[src/rtl/nco_pkg.sv]
// Package for the clock synthesizer: default widths shared by the
// design, the checker and anyone who instantiates the block.
package nco_pkg;

    // Width of the phase register (modulus may reach 2**NCO_ACC_W)
    localparam int unsigned NCO_ACC_W  = 8;
    // Fraction bits of the reported edge error
    localparam int unsigned NCO_FRAC_W = 8;

endpackage

[src/rtl/nco_phase_core.sv]
// Phase register with programmable step and modulus.
// Holds the configuration, advances the phase by the step every cycle
// and wraps by subtracting the modulus. Gives the next phase, the wrap
// flag and the next half-range flag to the output stage.
// Assumes 0 < step <= modulus/2 and 2 <= modulus <= 2**ACC_W.
module nco_phase_core
    import nco_pkg::*;
#(
    parameter int unsigned ACC_W = NCO_ACC_W
) (
    input  logic             clk,
    input  logic             rst_n,
    input  logic             cfg_we,
    input  logic [ACC_W-1:0] cfg_inc,
    input  logic [ACC_W:0]   cfg_mod,
    output logic [ACC_W-1:0] inc_q,
    output logic [ACC_W-1:0] acc_nxt,
    output logic             wrap_nxt,
    output logic             low_half_nxt
);

    localparam logic [ACC_W:0] RST_MOD = {1'b1, {ACC_W{1'b0}}};

    logic [ACC_W-1:0] acc_q;
    logic [ACC_W:0]   mod_q;
    logic [ACC_W:0]   sum;
    logic [ACC_W:0]   half;

    // Next phase: add the step, take the modulus off once on overflow
    always_comb begin
        sum          = {1'b0, acc_q} + {1'b0, inc_q};
        wrap_nxt     = (sum >= mod_q);
        acc_nxt      = wrap_nxt ? ACC_W'(sum - mod_q) : ACC_W'(sum);
        half         = mod_q >> 1;
        low_half_nxt = ({1'b0, acc_nxt} < half);
    end

    // Configuration and phase registers; a write restarts the phase
    always_ff @(posedge clk) begin
        if (!rst_n) begin
            inc_q <= '0;
            mod_q <= RST_MOD;
            acc_q <= '0;
        end else if (cfg_we) begin
            inc_q <= cfg_inc;
            mod_q <= cfg_mod;
            acc_q <= '0;
        end else begin
            acc_q <= acc_nxt;
        end
    end

endmodule

[src/rtl/nco_frac_div.sv]
// Fraction divider for the edge error.
// Computes floor(rem_in * 2**FRAC_W / den) as FRAC_W quotient bits with
// a chain of restoring stages, one quotient bit per stage, with no
// registers. Assumes rem_in < den, so the integer part is zero.
module nco_frac_div
    import nco_pkg::*;
#(
    parameter int unsigned ACC_W  = NCO_ACC_W,
    parameter int unsigned FRAC_W = NCO_FRAC_W
) (
    input  logic [ACC_W-1:0]  rem_in,
    input  logic [ACC_W-1:0]  den,
    output logic [FRAC_W-1:0] quo
);

    logic [ACC_W-1:0] rem [FRAC_W];

    assign rem[0] = rem_in;

    // One restoring stage per quotient bit, most significant first
    for (genvar i = 0; i < FRAC_W; i++) begin : g_stage
        logic [ACC_W:0] trial;
        logic           take;
        assign trial = {rem[i], 1'b0};
        assign take  = (trial >= {1'b0, den});
        assign quo[FRAC_W-1-i] = take;
        if (i < FRAC_W - 1) begin : g_next
            assign rem[i+1] = take ? ACC_W'(trial - {1'b0, den})
                                   : trial[ACC_W-1:0];
        end
    end

endmodule

[src/rtl/nco_clk_synth.sv]
// Clock synthesizer top.
// The phase core gives the next phase and wrap flag, the divider turns
// the wrap residue into a lag in master periods, and this level
// registers the clock, the strobe and the error so all three change in
// the same cycle. Assumes legal settings as described for the core.
module nco_clk_synth
    import nco_pkg::*;
#(
    parameter int unsigned ACC_W  = NCO_ACC_W,
    parameter int unsigned FRAC_W = NCO_FRAC_W
) (
    input  logic                     clk,
    input  logic                     rst_n,
    input  logic                     cfg_we,
    input  logic [ACC_W-1:0]         cfg_inc,
    input  logic [ACC_W:0]           cfg_mod,
    output logic                     clk_out,
    output logic                     err_valid,
    output logic signed [FRAC_W:0]   err_phase
);

    logic [ACC_W-1:0]  inc_q;
    logic [ACC_W-1:0]  acc_nxt;
    logic              wrap_nxt;
    logic              low_half_nxt;
    logic [FRAC_W-1:0] frac_nxt;

    nco_phase_core #(
        .ACC_W        (ACC_W)
    ) u_core (
        .clk          (clk),
        .rst_n        (rst_n),
        .cfg_we       (cfg_we),
        .cfg_inc      (cfg_inc),
        .cfg_mod      (cfg_mod),
        .inc_q        (inc_q),
        .acc_nxt      (acc_nxt),
        .wrap_nxt     (wrap_nxt),
        .low_half_nxt (low_half_nxt)
    );

    nco_frac_div #(
        .ACC_W  (ACC_W),
        .FRAC_W (FRAC_W)
    ) u_div (
        .rem_in (acc_nxt),
        .den    (inc_q),
        .quo    (frac_nxt)
    );

    // Output stage: clock flag, edge strobe and held error value
    always_ff @(posedge clk) begin
        if (!rst_n) begin
            clk_out   <= 1'b1;
            err_valid <= 1'b0;
            err_phase <= '0;
        end else if (cfg_we) begin
            clk_out   <= 1'b1;
            err_valid <= 1'b0;
            err_phase <= '0;
        end else begin
            clk_out   <= low_half_nxt;
            err_valid <= wrap_nxt;
            if (wrap_nxt) begin
                err_phase <= $signed({1'b0, frac_nxt});
            end
        end
    end

endmodule

[config.mk]
export PLATFORM = sky130hd
export DESIGN_NAME = nco_clk_synth
export DESIGN_NICKNAME = d
export VERILOG_FILES = /design/src/rtl/nco_pkg.sv /design/src/rtl/nco_phase_core.sv /design/src/rtl/nco_frac_div.sv /design/src/rtl/nco_clk_synth.sv
export SDC_FILE = /design/constraint.sdc
export NUM_CORES = 1
export LEC_CHECK = 0
export ABC_AREA = 1
export BUFFER_PORTS_ARGS = -buffer_cell sky130_fd_sc_hd__buf_2
export CAP_MARGIN = 20
export CORE_MARGIN = 1.5
export CORE_UTILIZATION = 64
export DETAILED_ROUTE_END_ITERATION = 8
export PLACE_DENSITY = 0.87
export RECOVER_POWER = 100
export SLEW_MARGIN = 15
export SYNTH_ARGS = -nofsm -noshare
export SYNTH_HDL_FRONTEND = slang
export SYNTH_SLANG_ARGS = --single-unit
[constraint.sdc]
create_clock -name clk -period 19.5 [get_ports clk]
set_clock_uncertainty 0.2 [all_clocks]
set_input_delay 2.925 -clock clk [delete_from_list [all_inputs] [get_ports clk]]
set_output_delay 2.925 -clock clk [all_outputs]
set_load 0.02 [all_outputs]
### Yosys cells after proc, flatten, opt, wreduce, memory -nomap -nowiden

Cells that the tools add are included.

* $lt $le $gt $ge: 10
* reduce and logical (&&, ||, !) cells: 1
* multiplexer cells: 8
* bitwise gates (word level): 1
* add/subtract/negate cells: 9

Operator list (count)
* $ge A9 B8 Y1: 8
* $mux W8: 8
* $sub A8 B8 Y8: 8
* $add A8 B8 Y9: 1
* $ge A9 B9 Y1: 1
* $lt A8 B8 Y1: 1
* $reduce_or A2 Y1: 1
* $not A1 Y1: 1

* input bits: 20
* bits in registers: 35

### Longest topological paths before layout

* depth in word-level cells: 18
* gate-level depth with buffers: 125
* gate-level depth less buffers: 122

### Hierarchy

Synthesis repeated with hierarchy kept, for this count alone.

* cells, all modules: 852
* area, all modules: 5569.1 sq um

Modules (own cells, without submodules)
* nco_frac_div: cells each 554, area each 3414.5 sq um, instances 1
* nco_phase_core: cells each 256, area each 1803.0 sq um, instances 1
* nco_clk_synth: cells each 42, area each 351.6 sq um, instances 1

### Least setup slack after synthesis

No wires, ideal clock.

* path kind: flip-flop to flip-flop
* from: register u_core.inc_q[0]
* to: register err_phase[0]
* setup time: 0.109 ns
* cell stages (with the launch flop): 120
* required time: 19.191 ns
* clock period less this slack: 16.090 ns
* arrival: 15.781 ns
* slack: 3.410 ns
* cells stage by stage: dfxtp_1 ha_1 fa_1 nand3_1 nand3_1 a21oi_1 o21bai_1 ha_1 nand2_1 inv_1 a21oi_2 nand4_2 buf_2 o21ai_0 inv_1 ha_1 a21oi_1 nand2_1 [... 84 more ...] nand2_1 nand3b_1 nand3b_1 nand2_1 inv_1 ha_1 a211o_1 nand2_1 inv_1 o21ai_0 nand2_1 a21oi_1 o21bai_1 a21o_1 a211oi_1 nand3_1 nand2_1 inv_1

* longest elaborated chain between the ends: 18
* elaborated cells on any way between the ends: 26
* classes of those cells: add/sub: 9; order compare: 9; mux: 8

RTL lines
* start, declared: RTL line nco_phase_core.sv:16 `output logic [ACC_W-1:0] inc_q,`
* start signal, assigned: RTL line nco_phase_core.sv:45 `inc_q <= cfg_inc;`
* $add A8 B8 Y9 *: RTL line nco_phase_core.sv:31 `sum = {1'b0, acc_q} + {1'b0, inc_q};`
* $sub A8 B8 Y8 / $ge A9 B9 Y1 (equally long branches): RTL line nco_phase_core.sv:33, nco_phase_core.sv:32
* $mux W8 *: RTL line nco_phase_core.sv:33 `acc_nxt = wrap_nxt ? ACC_W'(sum - mod_q) : ACC_W'(sum);`
* net acc_nxt[1]: RTL line nco_clk_synth.sv:23 `logic [ACC_W-1:0] acc_nxt;`
* $sub A8 B8 Y8 / $ge A9 B8 Y1 (equally long branches): RTL line nco_frac_div.sv:28, nco_frac_div.sv:25
* $mux W8 *: RTL line nco_frac_div.sv:28 `assign rem[i+1] = take ? ACC_W'(trial - {1'b0, den})`
* $sub A8 B8 Y8 / $ge A9 B8 Y1 (equally long branches): RTL line nco_frac_div.sv:28, nco_frac_div.sv:25
* $mux W8 *: RTL line nco_frac_div.sv:28
* [... 3 more ...]
* $mux W8 *: RTL line nco_frac_div.sv:28
* $sub A8 B8 Y8 / $ge A9 B8 Y1 (equally long branches): RTL line nco_frac_div.sv:28, nco_frac_div.sv:25
* $mux W8 *: RTL line nco_frac_div.sv:28
* $sub A8 B8 Y8 / $ge A9 B8 Y1 (equally long branches): RTL line nco_frac_div.sv:28, nco_frac_div.sv:25
* $mux W8 *: RTL line nco_frac_div.sv:28
* $ge A9 B8 Y1 / $sub A8 B8 Y8 (equally long branches): RTL line nco_frac_div.sv:25, nco_frac_div.sv:28
* $mux W8 *: RTL line nco_frac_div.sv:28
* $ge A9 B8 Y1 *: RTL line nco_frac_div.sv:25 `assign take = (trial >= {1'b0, den});`
* end signal, assigned: RTL line nco_clk_synth.sv:65 `err_phase <= $signed({1'b0, frac_nxt});`
* end, declared: RTL line nco_clk_synth.sv:19 `output logic signed [FRAC_W:0] err_phase`

The timed path passes the listed nets; every way through them passes the cells marked *.
A chain may end at the register's enable or synchronous reset.

### Worst setup path after layout

* from: register u_core.inc_q[0]
* to: register err_phase[0]

* longest elaborated chain between the ends: 18
* elaborated cells on any way between the ends: 26
* classes of those cells: add/sub: 9; order compare: 9; mux: 8

RTL lines (RTL line)
* $add A8 B8 Y9 *: nco_phase_core.sv:31
* $sub A8 B8 Y8 / $ge A9 B9 Y1 (equally long branches): nco_phase_core.sv:33, nco_phase_core.sv:32
* $mux W8 *: nco_phase_core.sv:33
* net acc_nxt[4]: nco_clk_synth.sv:23
* $sub A8 B8 Y8 / $ge A9 B8 Y1 (equally long branches): nco_frac_div.sv:28, nco_frac_div.sv:25
* $mux W8 *: nco_frac_div.sv:28
* $sub A8 B8 Y8 / $ge A9 B8 Y1 (equally long branches): nco_frac_div.sv:28, nco_frac_div.sv:25
* $mux W8 *: nco_frac_div.sv:28
* [... 3 more ...]
* $mux W8 *: nco_frac_div.sv:28
* $sub A8 B8 Y8 / $ge A9 B8 Y1 (equally long branches): nco_frac_div.sv:28, nco_frac_div.sv:25
* $mux W8 *: nco_frac_div.sv:28
* $sub A8 B8 Y8 / $ge A9 B8 Y1 (equally long branches): nco_frac_div.sv:28, nco_frac_div.sv:25
* $mux W8 *: nco_frac_div.sv:28
* $sub A8 B8 Y8 / $ge A9 B8 Y1 (equally long branches): nco_frac_div.sv:28, nco_frac_div.sv:25
* $mux W8 *: nco_frac_div.sv:28
* $ge A9 B8 Y1 *: nco_frac_div.sv:25

Marked as above.

==> results.md <==
* CTS max path bufs at 2
* CP max stage cell: fa_1
* Worst rel slew slack at 47.02%
* Startpoint types: flip-flop
* Row count at 33
* First-pass GRT wire length at 22,470 um
* Reg2reg path depth at 116
* Main flop type after synthesis: dfxtp_1
* Final Hold Fails at 0
* Area of the core at 8175 um^2
* CTS buffer count at 5
* Mapped Avg Cell Area at 6.395 um^2
* Cell area after synthesis at 5371 um^2
* Clock slew at reported path FFs at 0.07 ns
* Die Height at 94.61 um
* Number of global-route vias before repair at 4,978
* EDFF count, synth at 0
* Cell variety after synth at 45
* CTS tree: done
* Final cell count without fillers at 978
* Detailed Route Iter0 Violations at 406
* Async set-reset flop share out of synthesis at 0%
* Remaining Overflow, GRT at 0
* Avg WL per Cell at 14.51 um
* Drt drc at 0
* Register area share after synthesis at 13.04%
* Synth Warn # at 0
* Req. time, crit path at 19.48 ns
* CTS sink cnt at 35
* Max-cap violations at 0
* Commonest non-fill, non-tap cell in the layout: nand2_1
* Fillers at 698
* Met3 Routed Length at 1034 um
* Ports at 31
* Post-DP HPWL at 11,040 um
* Met1 wire length at 6173 um
* Placer Congestion at 0.9430
* Post-CTS Hold Fix Bufs at 0
* Synth Register Bits at 35
* Critical Path Max Stage Delay at 0.43 ns
* CTS root buffer: clkbuf_8
* H-tree Lvls at 2
* Final Cycle Share at 91.03%
* First-pass iteration count of the detailed router at 5
* Placed Cells at 962
* Worst slew pin tran at 0.7918 ns
* CP most frequent cell: nand2_1
* Final #Nets at 976
* Final Max Tran Viols at 0
* Number of diodes at 0
* Syn Inst Count at 840
* Wire length on met2 at 6625 um
* Critical setup path kind: flip-flop to flip-flop
* Syn_nets at 944
* DR vias at 5,551
* Worst Hold Class: flip-flop to flip-flop
* DRT Wirelength at 14,190 um
* Final setup fails at 0
* Largest net degree at the start of global routing at 32
* Worst EP arrival at 17.73 ns
* Area added between synthesis and finish at 7.757%
* Post-route ant nets at 0
* Full die area at 8951 um^2
* Global Route Usage Sum at 31.47%
* CP Max Fanout at 12
* Initial antenna violation count at 0
* Port bufs at 29
* Crit end category: flip-flop
* Final min period at 17.75 ns
* Hold path depth at 2
* Top Layer Used: met4
* Die X at 94.61 um
* Max Clock Freq at 56.34 MHz
* Effective utilization at floorplan at 65.70%
* Clock Latency Late Sink at 0.28 ns
* Most frequent cells in the layout: 189 x nand2_1, 147 x inv_1, 81 x ha_1, 64 x a21oi_1
* Via/cell ratio at 5.676
* Layout cells sized above 1 at 11.11%
* Status: completed
[Yosys cell counts, types with 4 or more instances]
cell | count | area, um^2
a21oi_1 | 65 | 325.3
clkbuf_1 | 6 | 22.52
dfxtp_1 | 35 | 700.7
ha_1 | 81 | 1013
inv_1 | 147 | 551.8
inv_2 | 9 | 33.78
nand2_1 | 189 | 709.4
nand2_2 | 15 | 93.84
nand3_1 | 42 | 210.2
nand3_2 | 6 | 60.06
nand3b_1 | 5 | 37.54
nand4_1 | 10 | 62.56
nor2_1 | 43 | 161.4
nor2_2 | 6 | 37.54
nor2_4 | 4 | 45.04
nor3_1 | 6 | 30.03
o211ai_1 | 5 | 37.54
o21ai_0 | 46 | 230.2
o21ai_1 | 16 | 80.08
o21bai_1 | 15 | 112.6
xnor2_1 | 16 | 140.1
xor2_1 | 31 | 271.5
[timing repair]
action | 4_1_cts | 5_1_grt
gates resized for setup | 0 | 15
buffers inserted | 0 | 7
endpoints found under the setup margin | 0 | 1
[flip-flops by register name, indices dropped and copies added, names as in the netlist]
signal and count:
u_core.acc_q 8, err_phase 8, clk_out 1, err_valid 1, u_core.inc_q 8, u_core.mod_q 9
[worst max-delay path: cells and delay by family, from the launching register on]
family	cells	cell delay, ns
compound gates	38	6.42
xor+xnor	1	0.15
fa+ha+maj	11	3.61
buf+inv	14	1.29
flops	1	0.33
simple gates	52	5.61
[layer usage]
| metal | GRT usage (%) | vias to the layer above |
|---|---|---|
| met2 | 53.87 | 201 |
| met4 | 7.711 | 0 |
| met3 | 4.187 | 33 |
| met1 | 41.51 | 2528 |
| li1 | - | 2789 |
| met5 | 0 | - |
[logic make-up after synthesis]
family          Yosys count  share of synthesized area (%)
simple gates            340                          29.61
buf+inv                 170                          12.42
compound gates          163                          17.21
fa+ha+maj                84                          19.99
xor+xnor                 47                          7.664
flops                    35                          13.04
other cells               1                        0.06981
[final cells by class]
cell class                      count  area (um^2)  area share, %
Clock buffer                        6        72.57          1.254
Multi-Input combinational cell    636         4088          70.62
Timing Repair Buffer               38        197.7          3.415
Inverter                          156        585.6          10.12
Tap cell                          105        131.4          2.270
Sequential cell                    35        700.7          12.11
Clock inverter                      2        12.51         0.2162
[metrics by stage]
step / hold slack [ns] / TNS (ns) / worst slack [ns] / util [%] / area [um^2]
3_3_place_gp: 0.2846 / 0 / 1.874 / 68.27 / 5582
6_report: 0.3082 / 0 / 1.749 / 70.80 / 5788
2_1_floorplan: 0.2644 / 0 / 3.410 / - / 5371
3_5_place_dp: 0.3020 / 0 / 1.006 / 68.27 / 5582
5_1_grt: 0.3445 / -0.04704 / -0.04704 / 70.80 / 5788
4_1_cts: 0.3141 / 0 / 0.9536 / 69.31 / 5667
[path summary, 6_finish.rpt]
| kind | startpoint | endpoint | slack (ns) |
|---|---|---|---|
| worst max-delay path | u_core.inc_q[0]$_SDFFE_PN0P_ | err_phase[0]$_SDFFE_PP0N_ | 1.75 |
| worst min-delay path | u_core.mod_q[5]$_SDFFE_PN0P_ | u_core.mod_q[5]$_SDFFE_PN0P_ | 0.31 |
| worst max register to register | u_core.inc_q[0]$_SDFFE_PN0P_ | err_phase[0]$_SDFFE_PP0N_ | 1.75 |
| worst min register to register | u_core.mod_q[5]$_SDFFE_PN0P_ | u_core.mod_q[5]$_SDFFE_PN0P_ | 0.31 |
Power is not shown: default switching activity piles up to over one toggle a cycle in this logic, so the estimate is an artifact.
